$ cat config.mk
export PLATFORM = sky130hd
export DESIGN_NAME = bm_async_master
export DESIGN_NICKNAME = d
export VERILOG_FILES = /design/src/rtl/bm_pkg.sv /design/src/rtl/bm_seq.sv /design/src/rtl/bm_lanes.sv /design/src/rtl/bm_async_master.sv
export SDC_FILE = /design/constraint.sdc
export NUM_CORES = 1
export LEC_CHECK = 0
export BUFFER_PORTS_ARGS = -buffer_cell sky130_fd_sc_hd__buf_2
export CAP_MARGIN = 20
export CORE_UTILIZATION = 50
export DETAILED_ROUTE_END_ITERATION = 10
export PLACE_DENSITY = 0.81
export SLEW_MARGIN = 20
export SYNTH_ARGS = -nofsm -noshare
export SYNTH_HDL_FRONTEND = slang
export SYNTH_HIERARCHICAL = 1
export SYNTH_SLANG_ARGS = --single-unit
$ cat constraint.sdc
create_clock -name clk -period 1.7 [get_ports clk]
set_clock_uncertainty 0.05 [all_clocks]
set_input_delay 0.17 -clock clk [delete_from_list [all_inputs] [get_ports clk]]
set_output_delay 0.17 -clock clk [all_outputs]
set_load 0.03 [all_outputs]
$ cat src/rtl/bm_pkg.sv
package bm_pkg;
  typedef enum logic [3:0] {
    ST_IDLE, ST_S0, ST_S1, ST_S2, ST_S3, ST_S4, ST_S5, ST_S6, ST_S7, ST_W1, ST_W2
  } bm_state_e;
endpackage

$ cat src/rtl/bm_seq.sv
module bm_seq
  import bm_pkg::*;
#(
  parameter int ADDR_W = 23,
  parameter int DATA_W = 16
) (
  input  logic              clk,
  input  logic              rst_n,
  input  logic              req_valid,
  output logic              req_ready,
  input  logic              req_write,
  input  logic [ADDR_W-1:0] req_addr,
  input  logic [1:0]        req_be,
  input  logic [DATA_W-1:0] req_wdata,
  output logic              rsp_valid,
  output logic [DATA_W-1:0] rsp_data,
  output logic              rsp_err,
  input  logic [DATA_W-1:0] bus_din,
  input  logic              ack_n,
  input  logic              berr_n,
  output bm_state_e         state_o,
  output logic              cyc_write,
  output logic [ADDR_W-1:0] cyc_addr,
  output logic [1:0]        cyc_be,
  output logic [DATA_W-1:0] cyc_wdata
);
  bm_state_e state_q, state_d;
  logic              err_q;
  logic [DATA_W-1:0] rdata_q;
  logic              sample_pt;
  logic              accept;

  assign req_ready = (state_q == ST_IDLE);
  assign accept    = req_valid && req_ready;
  assign state_o   = state_q;
  // the three edges where the error input is looked at
  assign sample_pt = (state_q == ST_S4) || (state_q == ST_W1) || (state_q == ST_W2);

  always_comb begin
    state_d = state_q;
    unique case (state_q)
      ST_IDLE: if (req_valid) state_d = ST_S0;
      ST_S0:   state_d = ST_S1;
      ST_S1:   state_d = ST_S2;
      ST_S2:   state_d = ST_S3;
      ST_S3:   state_d = ST_S4;
      ST_S4: begin
        if (!berr_n)     state_d = ST_S7;
        else if (!ack_n) state_d = ST_S5;
        else             state_d = ST_W1;
      end
      ST_W1:   state_d = berr_n ? ST_W2 : ST_S7;
      ST_W2: begin
        if (!berr_n)     state_d = ST_S7;
        else if (!ack_n) state_d = ST_S5;
        else             state_d = ST_W1;
      end
      ST_S5:   state_d = ST_S6;
      ST_S6:   state_d = ST_S7;
      ST_S7:   state_d = ST_IDLE;
      default: state_d = ST_IDLE;
    endcase
  end

  always_ff @(posedge clk) begin
    if (!rst_n) begin
      state_q   <= ST_IDLE;
      err_q     <= 1'b0;
      rdata_q   <= '0;
      cyc_write <= 1'b0;
      cyc_addr  <= '0;
      cyc_be    <= 2'b11;
      cyc_wdata <= '0;
      rsp_valid <= 1'b0;
      rsp_data  <= '0;
      rsp_err   <= 1'b0;
    end else begin
      state_q <= state_d;
      if (accept) begin
        cyc_write <= req_write;
        cyc_addr  <= req_addr;
        cyc_be    <= (req_be == 2'b00) ? 2'b11 : req_be;
        cyc_wdata <= req_wdata;
        err_q     <= 1'b0;
      end else if (sample_pt && !berr_n) begin
        err_q <= 1'b1;
      end
      if (state_q == ST_S6) rdata_q <= bus_din;
      rsp_valid <= (state_q == ST_S7);
      if (state_q == ST_S7) begin
        rsp_err  <= err_q;
        rsp_data <= (err_q || cyc_write) ? '0 : rdata_q;
      end
    end
  end

  a_r9_late_ack_waits: assert property (@(posedge clk) disable iff (!rst_n)
    (state_q == ST_S4 && ack_n && berr_n) |=> state_q == ST_W1);
  a_r9_wait_pairs: assert property (@(posedge clk) disable iff (!rst_n)
    (state_q == ST_W1) |=> (state_q == ST_W2 || state_q == ST_S7));
  a_r12_err_wins: assert property (@(posedge clk) disable iff (!rst_n)
    (sample_pt && !berr_n) |=> state_q == ST_S7);
  a_r10_rsp_pulse: assert property (@(posedge clk) disable iff (!rst_n)
    rsp_valid |=> !rsp_valid);
  a_r11_err_no_data: assert property (@(posedge clk) disable iff (!rst_n)
    (rsp_valid && rsp_err) |-> rsp_data == '0);
endmodule

$ cat src/rtl/bm_lanes.sv
module bm_lanes
  import bm_pkg::*;
#(
  parameter int ADDR_W = 23,
  parameter int DATA_W = 16
) (
  input  bm_state_e         state_i,
  input  logic              cyc_write,
  input  logic [ADDR_W-1:0] cyc_addr,
  input  logic [1:0]        cyc_be,
  input  logic [DATA_W-1:0] cyc_wdata,
  output logic [ADDR_W-1:0] bus_addr,
  output logic              bus_as_n,
  output logic              bus_uds_n,
  output logic              bus_lds_n,
  output logic              bus_rw,
  output logic [DATA_W-1:0] bus_dout,
  output logic              bus_doe
);
  localparam int LANE_W = DATA_W / 2;

  logic in_wait, addr_on, as_on, ds_on, wr_on;

  always_comb begin
    in_wait = (state_i == ST_W1) || (state_i == ST_W2);
    addr_on = (state_i != ST_IDLE) && (state_i != ST_S0);
    as_on   = in_wait || (state_i inside {ST_S2, ST_S3, ST_S4, ST_S5, ST_S6});
    // writes delay the data strobes by one bus clock
    ds_on   = in_wait || (cyc_write ? (state_i inside {ST_S4, ST_S5, ST_S6})
                                    : (state_i inside {ST_S2, ST_S3, ST_S4, ST_S5, ST_S6}));
    wr_on   = cyc_write && (in_wait || (state_i inside {ST_S3, ST_S4, ST_S5, ST_S6, ST_S7}));

    bus_addr  = addr_on ? cyc_addr : '0;
    bus_as_n  = !as_on;
    bus_uds_n = !(ds_on && cyc_be[1]);
    bus_lds_n = !(ds_on && cyc_be[0]);
    bus_rw    = !wr_on;
    bus_doe   = wr_on;
    unique case (cyc_be)
      2'b01:   bus_dout = {2{cyc_wdata[LANE_W-1:0]}};
      2'b10:   bus_dout = {2{cyc_wdata[DATA_W-1:LANE_W]}};
      default: bus_dout = cyc_wdata;
    endcase
  end
endmodule

$ cat src/rtl/bm_async_master.sv
module bm_async_master
  import bm_pkg::*;
#(
  parameter int ADDR_W = 23,
  parameter int DATA_W = 16
) (
  input  logic              clk,
  input  logic              rst_n,
  input  logic              req_valid,
  output logic              req_ready,
  input  logic              req_write,
  input  logic [ADDR_W-1:0] req_addr,
  input  logic [1:0]        req_be,
  input  logic [DATA_W-1:0] req_wdata,
  output logic              rsp_valid,
  output logic [DATA_W-1:0] rsp_data,
  output logic              rsp_err,
  output logic [ADDR_W-1:0] bus_addr,
  output logic              bus_as_n,
  output logic              bus_uds_n,
  output logic              bus_lds_n,
  output logic              bus_rw,
  output logic [DATA_W-1:0] bus_dout,
  output logic              bus_doe,
  input  logic [DATA_W-1:0] bus_din,
  input  logic              bus_ack_n,
  input  logic              bus_berr_n
);
  bm_state_e         state;
  logic              cyc_write;
  logic [ADDR_W-1:0] cyc_addr;
  logic [1:0]        cyc_be;
  logic [DATA_W-1:0] cyc_wdata;

  bm_seq #(.ADDR_W(ADDR_W), .DATA_W(DATA_W)) u_seq (
    .clk(clk), .rst_n(rst_n),
    .req_valid(req_valid), .req_ready(req_ready), .req_write(req_write),
    .req_addr(req_addr), .req_be(req_be), .req_wdata(req_wdata),
    .rsp_valid(rsp_valid), .rsp_data(rsp_data), .rsp_err(rsp_err),
    .bus_din(bus_din), .ack_n(bus_ack_n), .berr_n(bus_berr_n),
    .state_o(state), .cyc_write(cyc_write), .cyc_addr(cyc_addr),
    .cyc_be(cyc_be), .cyc_wdata(cyc_wdata)
  );

  bm_lanes #(.ADDR_W(ADDR_W), .DATA_W(DATA_W)) u_lanes (
    .state_i(state), .cyc_write(cyc_write), .cyc_addr(cyc_addr),
    .cyc_be(cyc_be), .cyc_wdata(cyc_wdata),
    .bus_addr(bus_addr), .bus_as_n(bus_as_n), .bus_uds_n(bus_uds_n),
    .bus_lds_n(bus_lds_n), .bus_rw(bus_rw), .bus_dout(bus_dout), .bus_doe(bus_doe)
  );

  a_r4_ds_within_as: assert property (@(posedge clk) disable iff (!rst_n)
    (!bus_uds_n || !bus_lds_n) |-> !bus_as_n);
  a_r3_addr_steady: assert property (@(posedge clk) disable iff (!rst_n)
    (!bus_as_n && $past(!bus_as_n)) |-> $stable(bus_addr));
  a_r6_data_before_ds: assert property (@(posedge clk) disable iff (!rst_n)
    ((!bus_uds_n || !bus_lds_n) && !bus_rw) |-> (bus_doe && $past(bus_doe)));
  a_r1_idle_quiet: assert property (@(posedge clk) disable iff (!rst_n)
    req_ready |-> (bus_as_n && bus_uds_n && bus_lds_n && bus_rw && !bus_doe));
endmodule

==> results.toml <==
[die]
floorplan.die.width_um = 88.6
number_of_standard_cell_rows_in_the_floorplan = 31
start_util = 0.517
core_region_area_um2 = 7250
design.die.area_um2 = 7860
die_h_um = 88.6
pin_count = 126

[final_layout]
multi_input_comb_area_um2 = 2160
drive_above_1_share = 0.391
seqCellArea_um2 = 1640
number_of_fill_cells = 471
insertedDiodeCount = 0
areaGrowthSynthToFinish_pct = 51.6
finish.net_count = 680

[clock_tree]
max-clock-path-buffers = 2
numClockSinks = 81
number_of_cts_inserted_buffers = 9
clock_tree.htree_level_count = 3
clockRootBuffer = "sky130_fd_sc_hd__clkbuf_8"
clk_latency_ns = 0.35
cts.clk_slew.worst_paths_ns = 0.09
cts_tree = "built"

[run_status]
outcome = "complete, but fails checks"
violations = "negative hold slack, negative setup slack"

[placed_design]
gp_congestion = 0.898
post-dp-hpwl_um = 6310
port-buffer-count = 125

[synthesis]
netlist_area_um2 = 3750
dominantRegCellSynth = "sky130_fd_sc_hd__dfxtp_1"
synth_top_area_frac = 0.432
cells_after_synthesis = 457
postSynthAreaPerCell_um2 = 8.21
yosys_warnings = 6
ys_seq_elements = 81
synthArstFlopShare = 0
synth_edf_count = 0
netlist-cell-type-count = 44
top_cells_by_area_synth = "sky130_fd_sc_hd__dfxtp_1 (43%), sky130_fd_sc_hd__nand2_1 (9.3%), sky130_fd_sc_hd__nand3_1 (7.6%)"
synthesis.nets = 522
netlist.top_cell.by_area = "sky130_fd_sc_hd__dfxtp_1"
proportion_of_synthesized_chip_area_in_sequential_cells = 0.432

[sta]
period_utilization_post_route = 1.10
final-setup-viol-count = 43
worst-slew-pin-transition_ns = 0.348
fmaxAchievable_ghz = 0.537
drv_slew = 0
max_slew_margin = 0.768
timing.final.ws_setup_ns = -0.164
hold-worst-slack_ns = -0.00249
tns_ns = -3.83
rsz_0062_raised_after_global_routing = "yes"
report.final.hold_viol_count = 1
fin_crit_ns = 1.86

[worst_setup_path]
timing.critical_path.required_ns = 1.48
worst_setup_path_end_kind = "output port"
timing.critical_path.fanout_max = 8
critical_path_class = "reg2out"
worst_ep_arrival_time_ns = 1.64
worstSetupStartpointType = "register"
r2r_cells = 8
r2r_slack_ns = 0.02

[pwr]
power_density_nw_per_um2 = 836
power.total_mw = 4.76
power.ir.vdd_worst_mv = 0.657
static-leakage-power_nw = 2.35

[hold_path]
hold_path.class = "in2reg"
worst_hold_path.num_cells = 3

[drt]
antenna_left = 0
post_drt_via_cell_ratio = 5.55
detail_route.wl_per_cell_um = 16.1
post-route-drc-count = 0
wl_um = 11500
drtPass1Iterations = 6
detailedRoute.firstIterationViolations = 222
dr_vias = 3986

[global_route]
maximum_number_of_pins_on_one_net_before_global_route_repair = 61
first_global_vias = 3275
gr-usage-all-layers = 0.259
antenna_violations_before_repair = 0
overflow = 0
first_pass_grt_wire_length_um = 15600

[job]
max-cap-violations = 0
## per-layer routing
metal	GRT usage	share of wire	vias up
met1	0.325	0.40	1876
met2	0.441	0.52	195
met4	0.0748	0.019	0
li1	-	-	1889
met5	0	0	-
met3	0.0653	0.067	26
## registers in the layout, indices dropped and copies added, names as in the netlist
register,cells
u_seq/rsp_data,16
u_seq/cyc_wdata,16
u_seq/state_o,4
u_seq/rsp_valid,1
u_seq/cyc_addr,23
u_seq/cyc_be,2
u_seq/rsp_err,1
u_seq/cyc_write,1
u_seq/err_q,1
u_seq/rdata_q,16
## cell families (layout without fill, tap and decap cells)
logic type | Yosys count | in the layout | share of synthesized area
compound gates | 119 | 119 | 0.205
fa+ha+maj | 2 | 2 | 0.00667
mux | 1 | 1 | 0.00267
simple gates | 209 | 210 | 0.280
flops | 81 | 81 | 0.432
buf+inv | 44 | 205 | 0.0710
xor+xnor | 1 | 1 | 0.00233
## final timing paths
| kind | from | end |
|---|---|---|
| setup / recovery | u_seq/cyc_be[1] | bus_dout[2] |
| hold / removal | req_addr[15] | u_seq/cyc_addr[15] |
| setup reg to reg | u_seq/state_o[1] | u_seq/cyc_addr[16] |
| hold reg to reg | u_seq/rsp_data[8] | u_seq/rsp_data[8] |
## synthesized netlist by cell type, types with 3 or more instances
cell type	n
sky130_fd_sc_hd__a21boi_0	14
sky130_fd_sc_hd__a21boi_1	19
sky130_fd_sc_hd__a21oi_1	10
sky130_fd_sc_hd__a22o_1	16
sky130_fd_sc_hd__and2_1	3
sky130_fd_sc_hd__buf_1	4
sky130_fd_sc_hd__buf_2	12
sky130_fd_sc_hd__buf_6	11
sky130_fd_sc_hd__clkbuf_1	12
sky130_fd_sc_hd__dfxtp_1	81
sky130_fd_sc_hd__inv_1	4
sky130_fd_sc_hd__nand2_1	93
sky130_fd_sc_hd__nand3_1	57
sky130_fd_sc_hd__nor2_1	4
sky130_fd_sc_hd__nor2b_1	31
sky130_fd_sc_hd__nor3b_1	3
sky130_fd_sc_hd__o21ai_0	8
sky130_fd_sc_hd__o21ai_1	41
## cells in the final DEF, fill, tap and decap left out, types with 2 or more instances in the layout
| cell | n |
|---|---|
| sky130_fd_sc_hd__bufinv_16 | 3 |
| sky130_fd_sc_hd__nor2b_4 | 15 |
| sky130_fd_sc_hd__buf_6 | 41 |
| sky130_fd_sc_hd__inv_6 | 2 |
| sky130_fd_sc_hd__nor2b_1 | 16 |
| sky130_fd_sc_hd__dlygate4sd3_1 | 15 |
| sky130_fd_sc_hd__clkbuf_8 | 9 |
| sky130_fd_sc_hd__nor3b_2 | 3 |
| sky130_fd_sc_hd__o32ai_2 | 2 |
| sky130_fd_sc_hd__and4_1 | 2 |
| sky130_fd_sc_hd__and2_1 | 2 |
| sky130_fd_sc_hd__a21boi_0 | 14 |
| sky130_fd_sc_hd__buf_2 | 80 |
| sky130_fd_sc_hd__o21ai_2 | 2 |
| sky130_fd_sc_hd__ha_4 | 2 |
| sky130_fd_sc_hd__nor3_4 | 2 |
| sky130_fd_sc_hd__nand2_1 | 92 |
| sky130_fd_sc_hd__o21a_1 | 2 |
| sky130_fd_sc_hd__nand3_2 | 6 |
| sky130_fd_sc_hd__nand3_1 | 51 |
| sky130_fd_sc_hd__o21ai_0 | 6 |
| sky130_fd_sc_hd__a21oi_1 | 8 |
| sky130_fd_sc_hd__buf_4 | 41 |
| sky130_fd_sc_hd__nand2b_1 | 2 |
| sky130_fd_sc_hd__dfxtp_1 | 75 |
| sky130_fd_sc_hd__clkbuf_16 | 2 |
| sky130_fd_sc_hd__a21boi_1 | 19 |
| sky130_fd_sc_hd__or2_4 | 2 |
| sky130_fd_sc_hd__dfxtp_4 | 5 |
| sky130_fd_sc_hd__buf_12 | 7 |
| sky130_fd_sc_hd__inv_2 | 2 |
| sky130_fd_sc_hd__o21ai_1 | 40 |
| sky130_fd_sc_hd__nor2_1 | 4 |
| sky130_fd_sc_hd__inv_1 | 2 |
| sky130_fd_sc_hd__a22o_1 | 16 |
## where the power goes
part / switching [mW] / internal, mW / leakage [nW] / total [mW]
clock: 0.733 / 0.979 / 0.116 / 1.71
combinational: 0.517 / 0.469 / 1.57 / 0.986
sequential: 0.0788 / 1.98 / 0.662 / 2.06
total: 1.33 / 3.43 / 2.35 / 4.76
## per-stage QoR
| stage | cells | setup WS [ns] | utilization | instance area [um^2] |
|---|---|---|---|---|
| after global placement | 661 | -0.0160 | 0.613 | 4450 |
| after global routing | 718 | -0.198 | 0.784 | 5690 |
| final | 718 | -0.164 | 0.784 | 5690 |
| after floorplan | 457 | -0.00653 | - | 3760 |
| after detailed placement | 661 | -0.103 | 0.613 | 4450 |
| after CTS | 701 | -0.156 | 0.714 | 5180 |
## final cells by class
cell class              instances  share of cell area
clock buffers                   9              0.0218
clock inverters                 6              0.0202
inverters                       4             0.00264
multi-input cells             333               0.380
flip-flops and latches         81               0.289
well taps                      99              0.0218
repair buffers                186               0.265
## critical path, stage by stage (launching register included)
cell and delay [ns]:
sky130_fd_sc_hd__dfxtp_4 0.37, sky130_fd_sc_hd__ha_4 0.26, sky130_fd_sc_hd__or2_4 0.30, sky130_fd_sc_hd__a22o_1 0.22
sky130_fd_sc_hd__buf_6 0.15
## timing repair
| action | in CTS | in global routing |
|---|---|---|
| gates resized for setup | 76 | 110 |
| setup endpoints to repair | 46 | 87 |
| buffers inserted | 16 | 8 |
| hold endpoints to repair | 8 | 7 |
| pin swaps | 16 | 21 |
| cloned | 1 | 2 |
| hold buffers | 8 | 7 |
(Power assumes the default switching activity.)
